$ cat src/rtl/cag_pkg.sv
package cag_pkg;
  // pointer -> start-address register
  function automatic int unsigned base_idx(int unsigned p, int unsigned naux);
    return (p < naux) ? p / 2 : naux / 2;
  endfunction

  // pointer -> size register; shared mode folds the upper aux group onto 0
  function automatic int unsigned size_idx(int unsigned p, int unsigned naux, bit shared);
    if (p >= naux) return 2;
    if (p < naux / 2 || shared) return 0;
    return 1;
  endfunction
endpackage

$ cat src/rtl/cag_cfg.sv
module cag_cfg
  import cag_pkg::*;
#(
  parameter int AW    = 16,
  parameter int NAUX  = 8,
  parameter int NPTR  = NAUX + 1,
  parameter int NBASE = NAUX / 2 + 1,
  parameter int BSW   = $clog2(NBASE),
  parameter int MW    = NPTR + 1
) (
  input  logic                     clk_i,
  input  logic                     rst_ni,
  input  logic                     base_we_i,
  input  logic [BSW-1:0]           base_wsel_i,
  input  logic [AW-1:0]            base_wdata_i,
  input  logic                     size_we_i,
  input  logic [1:0]               size_wsel_i,
  input  logic [AW-1:0]            size_wdata_i,
  input  logic                     mode_we_i,
  input  logic [MW-1:0]            mode_wdata_i,
  output logic [NPTR-1:0][AW-1:0]  base_p_o,
  output logic [NPTR-1:0][AW-1:0]  size_p_o,
  output logic [NPTR-1:0]          circ_p_o
);
  localparam int NSIZE = 3;

  logic [NBASE-1:0][AW-1:0] base_q;
  logic [NSIZE-1:0][AW-1:0] size_q;
  logic [MW-1:0]            mode_q;

  for (genvar b = 0; b < NBASE; b++) begin : g_base
    always_ff @(posedge clk_i or negedge rst_ni) begin
      if (!rst_ni)                                    base_q[b] <= '0;
      else if (base_we_i && base_wsel_i == BSW'(b))   base_q[b] <= base_wdata_i;
    end
  end

  for (genvar s = 0; s < NSIZE; s++) begin : g_size
    always_ff @(posedge clk_i or negedge rst_ni) begin
      if (!rst_ni)                                    size_q[s] <= '0;
      else if (size_we_i && size_wsel_i == 2'(s))     size_q[s] <= size_wdata_i;
    end
  end

  always_ff @(posedge clk_i or negedge rst_ni) begin
    if (!rst_ni)        mode_q <= '0;
    else if (mode_we_i) mode_q <= mode_wdata_i;
  end

  for (genvar p = 0; p < NPTR; p++) begin : g_route
    localparam int unsigned BI  = base_idx(p, NAUX);
    localparam int unsigned SI0 = size_idx(p, NAUX, 1'b0);
    localparam int unsigned SI1 = size_idx(p, NAUX, 1'b1);
    assign base_p_o[p] = base_q[BI];
    assign size_p_o[p] = mode_q[MW-1] ? size_q[SI1] : size_q[SI0];
    assign circ_p_o[p] = mode_q[p];
  end
endmodule

$ cat src/rtl/cag_ptr.sv
module cag_ptr #(
  parameter int AW     = 16,
  parameter int STEP_W = 4
) (
  input  logic              clk_i,
  input  logic              rst_ni,
  input  logic              wr_en_i,
  input  logic [AW-1:0]     wr_data_i,
  input  logic              adv_i,
  input  logic [STEP_W-1:0] step_i,
  input  logic              circ_i,
  input  logic [AW-1:0]     size_i,
  input  logic [AW-1:0]     base_i,
  output logic [AW-1:0]     ptr_o,
  output logic [AW-1:0]     addr_o
);
  localparam int XW = AW + 2;

  logic [AW-1:0] ptr_q, ptr_nxt, circ_nxt;
  logic [XW-1:0] step_x, size_x, sum_x, wrap_x;

  assign step_x = {{(XW-STEP_W){step_i[STEP_W-1]}}, step_i};
  assign size_x = {2'b00, size_i};
  assign sum_x  = {2'b00, ptr_q} + step_x;

  always_comb begin
    if (sum_x[XW-1])        wrap_x = sum_x + size_x;  // below zero
    else if (sum_x >= size_x) wrap_x = sum_x - size_x;
    else                    wrap_x = sum_x;
    circ_nxt = (size_i < AW'(2)) ? '0 : wrap_x[AW-1:0];
    ptr_nxt  = circ_i ? circ_nxt : sum_x[AW-1:0];
  end

  always_ff @(posedge clk_i or negedge rst_ni) begin
    if (!rst_ni)      ptr_q <= '0;
    else if (wr_en_i) ptr_q <= wr_data_i;
    else if (adv_i)   ptr_q <= ptr_nxt;
  end

  assign ptr_o  = ptr_q;
  assign addr_o = circ_i ? base_i + ptr_q : ptr_q;
endmodule

$ cat src/rtl/circ_addr_gen.sv
module circ_addr_gen #(
  parameter int AW     = 16,
  parameter int NAUX   = 8,
  parameter int STEP_W = 4,
  parameter int NPTR   = NAUX + 1,
  parameter int SEL_W  = $clog2(NPTR),
  parameter int BSW    = $clog2(NAUX / 2 + 1),
  parameter int MW     = NPTR + 1
) (
  input  logic              clk_i,
  input  logic              rst_ni,
  input  logic              ptr_we_i,
  input  logic [SEL_W-1:0]  ptr_wsel_i,
  input  logic [AW-1:0]     ptr_wdata_i,
  input  logic              base_we_i,
  input  logic [BSW-1:0]    base_wsel_i,
  input  logic [AW-1:0]     base_wdata_i,
  input  logic              size_we_i,
  input  logic [1:0]        size_wsel_i,
  input  logic [AW-1:0]     size_wdata_i,
  input  logic              mode_we_i,
  input  logic [MW-1:0]     mode_wdata_i,
  input  logic              acc_i,
  input  logic [SEL_W-1:0]  acc_sel_i,
  input  logic [STEP_W-1:0] acc_step_i,
  output logic [AW-1:0]     addr_o
);
  logic [NPTR-1:0][AW-1:0] base_p, eff_size, ptr_q, addr_p;
  logic [NPTR-1:0]         circ_en;
  logic                    sel_ok;

  cag_cfg #(.AW(AW), .NAUX(NAUX), .NPTR(NPTR), .NBASE(NAUX / 2 + 1), .BSW(BSW), .MW(MW)) u_cfg (
    .clk_i, .rst_ni,
    .base_we_i, .base_wsel_i, .base_wdata_i,
    .size_we_i, .size_wsel_i, .size_wdata_i,
    .mode_we_i, .mode_wdata_i,
    .base_p_o (base_p),
    .size_p_o (eff_size),
    .circ_p_o (circ_en)
  );

  for (genvar p = 0; p < NPTR; p++) begin : g_ptr
    cag_ptr #(.AW(AW), .STEP_W(STEP_W)) u_ptr (
      .clk_i, .rst_ni,
      .wr_en_i   (ptr_we_i && ptr_wsel_i == SEL_W'(p)),
      .wr_data_i (ptr_wdata_i),
      .adv_i     (acc_i && acc_sel_i == SEL_W'(p)),
      .step_i    (acc_step_i),
      .circ_i    (circ_en[p]),
      .size_i    (eff_size[p]),
      .base_i    (base_p[p]),
      .ptr_o     (ptr_q[p]),
      .addr_o    (addr_p[p])
    );
  end

  assign sel_ok = acc_sel_i < SEL_W'(NPTR);
  assign addr_o = sel_ok ? addr_p[acc_sel_i] : '0;
endmodule

$ cat config.mk
export PLATFORM = sky130hd
export DESIGN_NAME = circ_addr_gen
export DESIGN_NICKNAME = d
export VERILOG_FILES = /design/src/rtl/cag_pkg.sv /design/src/rtl/cag_cfg.sv /design/src/rtl/cag_ptr.sv /design/src/rtl/circ_addr_gen.sv
export SDC_FILE = /design/constraint.sdc
export NUM_CORES = 2
export LEC_CHECK = 0
export BUFFER_PORTS_ARGS = -buffer_cell sky130_fd_sc_hd__buf_2
export CORE_MARGIN = 2
export CORE_UTILIZATION = 40
export CTS_BUF_LIST = sky130_fd_sc_hd__clkbuf_16
export CTS_CLUSTER_DIAMETER = 100
export DETAILED_ROUTE_END_ITERATION = 10
export PLACE_DENSITY = 0.58
export SETUP_SLACK_MARGIN = 0.15
export SYNTH_ARGS = -nofsm -noshare
export SYNTH_HDL_FRONTEND = slang
export SYNTH_SLANG_ARGS = --single-unit
$ cat constraint.sdc
create_clock -name clk_i -period 5.8 [get_ports clk_i]
set_clock_uncertainty 0.2 [all_clocks]
set_input_delay 0.58 -clock clk_i [delete_from_list [all_inputs] [get_ports clk_i]]
set_output_delay 0.58 -clock clk_i [all_outputs]
set_load 0.005 [all_outputs]
Word-level counts from Yosys, hierarchy flattened
Index checks and enable logic that the tools add are counted.

operators by class
  $add $sub $neg = 36
  $mul = 0
  divide/modulo/power cells = 0
  $lt $le $gt $ge = 14
  equality and inequality tests = 22
  shifts and indexed selects = 0
  muxes and demuxes = 67
  bitwise gates (word level) = 0
  reductions and logical operators = 39

operator list
  operator                                                                count
  16-bit two-way mux                                                      66
  16-bit adder                                                            18
  17-bit by 4-bit adder with 18-bit output                                9
  18-bit by 16-bit greater-or-equal comparator with 1-bit output          9
  16-bit subtractor                                                       9
  16-bit binary-select mux with 4-bit select                              1
  16-bit by 2-bit < comparator with 1-bit output (second input constant)  3
  4-bit by 3-bit == test with 1-bit output (second input constant)        8
  1-bit logical AND                                                       26
  2-bit nonzero test                                                      9
  4-bit by 2-bit == test with 1-bit output (second input constant)        4
  4-bit by 1-bit == test with 1-bit output (second input constant)        2
  4-bit == test (second input constant)                                   2
  4-bit zero test                                                         2
  3-bit by 2-bit == test with 1-bit output (second input constant)        2
  4-bit by 5-bit < comparator with 1-bit output (second input constant)   1
  4-bit < comparator (second input constant)                              1
  3-bit by 1-bit == test with 1-bit output (second input constant)        1
  3-bit == test (second input constant)                                   1
  3-bit zero test                                                         1
  2-bit by 1-bit == test with 1-bit output (second input constant)        1
  2-bit == test (second input constant)                                   1
  2-bit zero test                                                         1

word-level totals
  register bits = 282
  latch bits = 0
  memory bits (writable) = 0
  bits in read-only memories = 0
  input port bits = 82
  output and inout bits = 16
  word-level logic and storage cells = 196
  memories kept = 0

Logic depth before layout (Yosys ltp)
  word-level depth = 8
  mapped depth = 24
  gate-level depth less buffers = 22

By module
A second synthesis with hierarchy kept.

second synthesis, totals
  cell total of the unflattened synthesis = 6,077
  area total of the unflattened synthesis = 48,013.5 um^2

by module, submodules not included
  module                         instances  cells each  area each (um^2)  seq. area each (um^2)
  cag_ptr at g_ptr[0].u_ptr ...  5          591         4,367.9           400.4
  cag_cfg                        1          515         6,921.6           3,453.3
  cag_ptr at g_ptr[1].u_ptr      1          609         4,579.4           400.4
  cag_ptr at g_ptr[7].u_ptr      1          598         4,395.5           400.4
  cag_ptr at g_ptr[2].u_ptr      1          607         4,385.5           400.4
  cag_ptr at g_ptr[8].u_ptr      1          575         4,227.8           400.4
  circ_addr_gen                  1          218         1,664.1           0.0

Least setup slack after synthesis
No wires, ideal clock.

  path kind = input -> register
  from = in acc_step_i[3]
  to = reg g_ptr[0].u_ptr.ptr_q[4]
  library setup time = 125 ps
  data arrival time = 4,804 ps
  data required time = 5,475 ps
  slack = 671 ps
  stages on the path = 21
  path buffers = 1
  cells stage by stage = ha_1 -> a2111oi_2 -> o31ai_2 -> a21o_1 -> a21oi_1 -> o21bai_1 -> a21oi_1 -> xnor2_1 -> ha_1 -> nand2_1 -> o211ai_1 -> a21o_1 -> a221o_1 -> a31o_1 -> or4_1 -> o31ai_2 -> buf_6 -> nor3_1 -> o21ai_0 -> a21oi_1 -> mux2_2

on the way
  longest elaborated chain between the ends = 8
  elaborated cells on any way between the ends = 10

RTL lines
  element                                                                                              RTL line             source
  from (decl)                                                                                          circ_addr_gen.sv:25  input logic [STEP_W-1:0] acc_step_i,
  17-bit by 4-bit adder with 18-bit output *                                                           cag_ptr.sv:24        assign sum_x = {2'b00, ptr_q} + step_x;
  16-bit subtractor or 18-bit by 16-bit greater-or-equal comparator with 1-bit output (tied branches)  cag_ptr.sv:28        else if (sum_x >= size_x) wrap_x = sum_x - size_x;
  16-bit two-way mux                                                                                   cag_ptr.sv:28
  16-bit two-way mux                                                                                   cag_ptr.sv:27        if (sum_x[XW-1]) wrap_x = sum_x + size_x;
  16-bit two-way mux                                                                                   cag_ptr.sv:30        circ_nxt = (size_i < AW'(2)) ? '0 : wrap_x[AW-1:0];
  16-bit two-way mux *                                                                                 cag_ptr.sv:31        ptr_nxt = circ_i ? circ_nxt : sum_x[AW-1:0];
  16-bit two-way mux *                                                                                 cag_ptr.sv:37        else if (adv_i) ptr_q <= ptr_nxt;
  16-bit two-way mux *                                                                                 cag_ptr.sv:36        else if (wr_en_i) ptr_q <= wr_data_i;
  to (signal assigned)                                                                                 cag_ptr.sv:36
  to (signal assigned)                                                                                 cag_ptr.sv:37
  to (decl)                                                                                            cag_ptr.sv:19        logic [AW-1:0] ptr_q, ptr_nxt, circ_nxt;

Mark *: on every way between the ends. The rest lies on a longest branch, timed or not. The select of a mux whose other input is x is not followed.
A chain may end at the register's enable or synchronous reset.

Worst setup path in the final report
  from = reg g_ptr[1].u_ptr.ptr_q[0]
  to = out addr_o[10]

on the way
  longest elaborated chain between the ends = 5

RTL lines
  element                                     RTL line             source
  from (decl)                                 cag_ptr.sv:19
  from (signal assigned)                      cag_ptr.sv:36
  from (signal assigned)                      cag_ptr.sv:37
  16-bit adder                                cag_ptr.sv:41        assign addr_o = circ_i ? base_i + ptr_q : ptr_q;
  16-bit two-way mux                          cag_ptr.sv:41
  16-bit binary-select mux with 4-bit select  circ_addr_gen.sv:58  assign addr_o = sel_ok ? addr_p[acc_sel_i] : '0;
  16-bit two-way mux (implied by the code)    circ_addr_gen.sv:58
  16-bit two-way mux                          circ_addr_gen.sv:58
  to (decl)                                   circ_addr_gen.sv:26  output logic [AW-1:0] addr_o

Every way passes these cells. The select of a mux whose other input is x is not followed.

==> metrics <==
final setup violation count 0; routed via count 45200; Synth Area in Compound Gates 31.2%; number of synthesized flops with an enable pin 0; startpoint types register; synthesis-to-finish area growth 11.7%; crit path kind register to output port; Placed Instances 6952; endpoints failing hold 0; port bufs 97; DRT antenna net count 0; router iterations before antenna repair 6; Seq cells post-synth 282; Die X 329 um; critical-path cell list buf_4, ha_1, fa_1, a21o_1, a21o_1, a2111oi_1, nor2_1, a21oi_1, o21ai_0, xnor2_1, a21oi_1, o221ai_1, a21oi_1, o22a_1, buf_2; Commonest cells post-synth 568 x ha_1, 548 x a21oi_1, 467 x nor2_1, 373 x o21ai_0, 360 x nand2_1; largest net degree at the start of global routing 106; num rows 119; adder and majority gate portion of the synthesized area 18.5%; final setup TNS 0 ps; DR iter-0 viols 5396; Max-Cap Viols 0; Die Ht 329 um; Clock Sinks 282; critical path's top delay family compound AO/OA/AOI/OAI gates; die area 108000 um2; clk_lat worst skew 610 ps; post-synth net total 6096; Post-Syn Instances 5410; first-pass GRT wire length 280000 um; Max H-tree Level 2; total gr overflow 0; clk buf depth 3; unrepaired setup endpoints after global routing yes; Yosys top cell area share 16.8%; FMAX 184 MHz; max-slew violations 0; antenna violations before repair 15; Total GRT Usage 34.5%; Hold Path Class primary input to register; CP max stage cell a2111oi_1; non-filler cells, final 7043; root buf cell clkbuf_16; CP Max Fanout 3; Slew HR 19.1%; most instantiated library cell after synthesis ha_1; post-layout minimum cycle time 5450 ps; Initial Utilization 40.3%; final period utilization 93.9%; Post-synth ARST share 100%; CP endpoint kind output port; YS warnings 0; Critical Path AT 4670 ps; CTS tree done; via-per-instance ratio 6.42; Routed WL 193000 um; Mean Syn Cell Area 7.83 um2; vias in the first global route 41700; area leader, netlist ha_1; Synth area leaders ha_1 17%, dfrtp_1 17%, a21oi_1 6.5%, xnor2_1 5.8%, o21ai_0 4.4%; main combinational cell family by area after synthesis compound AO/OA/AOI/OAI gates; Worst EP required 5020 ps; mapped cell area 42300 um2; layout cells sized above 1 11.8%; mux cell area share after synthesis 5.71%; sequential area share after synthesis 16.7%; gpl congestion 1.01; xor/xnor share of the synthesized area 7.80%; drc violations 0; Slowest Stage Delay on Critical Path 530 ps; wire per inst 27.4 um; # IOs 98; Post-CTS Setup Bufs 0; detailed placement HPWL 151000 um; clock-pin slew on the worst setup and hold paths 60 ps; NumNets Final 6298; CP most frequent cell a21oi_1; worst hold slack 18.9 ps; Post-Synth Simple-Gate Area 15.4%; Finished Core Util 45.0%; Synth Flop Type dfrtp_1; count of cell types in the netlist 104; status finished clean; CTS Buf Count 41; worst-margin pin slew 1180 ps; Crit path buffers/inverters 2; total core area 105000 um2
==> layout make-up <==
type	instances	area, um2
Antenna cell	13	32.5
Clock buffer	41	1030
Clock inverter	29	211
Fill cell	10700	57800
Inverter	297	1110
Multi-Input combinational cell	4600	33300
Sequential cell	282	7060
Tap cell	1391	1740
Timing Repair Buffer	390	2780
==> final timing paths <==
kind	cells after the start	end	from	slack, ps
worst max-delay path	15	addr_o[10]	g_ptr[1].u_ptr.ptr_o[0]	350
worst min register to register	1	u_cfg.size_q[23]	u_cfg.size_q[23]	300
min in group asynchronous	2	u_cfg.size_p_o[11]	rst_ni	320
max in group asynchronous	3	u_cfg.base_p_o[37]	rst_ni	3930
worst min-delay path	3	u_cfg.size_p_o[7]	size_wdata_i[7]	20
worst max register to register	20	g_ptr[0].u_ptr.ptr_o[1]	g_ptr[0].u_ptr.ptr_o[4]	420
==> metal layers <==
metal,part of all wire (%),global-route usage [%],vias to the layer above
met4,5.9,17.5,14
met5,0.050,0,-
met3,11,8.32,478
met2,41,50.6,2413
met1,42,46.8,21700
li1,-,-,20700
==> cells in the final DEF, fill, tap and decap left out, drive strengths merged, types with 37 or more instances in the layout <==
cell type,instances
a221oi,66
o221ai,50
buf,382
nor2,467
nand2b,80
o21a,54
xor2,95
o22ai,114
xnor2,281
o211ai,51
a31oi,88
inv,306
a211oi,103
a22oi,37
o21bai,89
ha,568
nor2b,53
nor3,121
mux2i,74
clkbuf,41
o31ai,37
dfrtp,282
o21ai,383
mux2,135
nand3,88
a21oi,550
a21o,126
nand2,360
or3,41
==> through the flow <==
| step | setup slack (ps) | instance area (um2) |
|---|---|---|
| 4_1_cts | 251 | 47200 |
| 2_1_floorplan | 671 | 42300 |
| 6_report | 355 | 47300 |
| 3_3_place_gp | 42.0 | 45900 |
| 3_5_place_dp | 4.87 | 45900 |
| 5_1_grt | 132 | 47300 |
==> registers in the layout, indices dropped and copies added (netlist names) <==
signal,flops
u_cfg.size_p_o,32
u_cfg.mode_q,10
u_cfg.base_p_o,80
g_ptr.u_ptr.ptr_o,144
u_cfg.size_q,16
==> what timing repair did <==
| action | in CTS | in global routing |
|---|---|---|
| hold buffers | 8 | 0 |
| setup endpoints to repair | 0 | 23 |
| gates resized for setup | 0 | 11 |
| endpoints found under the hold margin | 84 | 0 |
==> logic make-up (layout without fill, tap and decap cells) <==
kind of cell	count (synthesis)	count (layout)
compound gates	2011	2011
xor+xnor	376	376
fa+ha+maj	604	604
buf+inv	528	757
flops	282	282
mux	216	216
other cells	0	13
simple gates	1393	1393
==> worst reg2reg max path, stage by stage, from the launching register on <==
cell and delay, ps:
dfrtp_1 430, ha_1 350, a2111oi_4 390, o31ai_2 140, a21o_1 200, a21oi_1 210
o21bai_1 130, a21oi_2 200, xnor2_2 180, ha_2 370, nand2_1 90, o211ai_1 90
a21o_1 200, a221o_1 330, a31o_1 260, or4_1 520, o31ai_2 90, buf_4 240
mux2_2 350, o21ai_0 180, a31oi_1 120
Power is not shown: default switching activity piles up to over one toggle a cycle in this logic, so the estimate is an artifact.
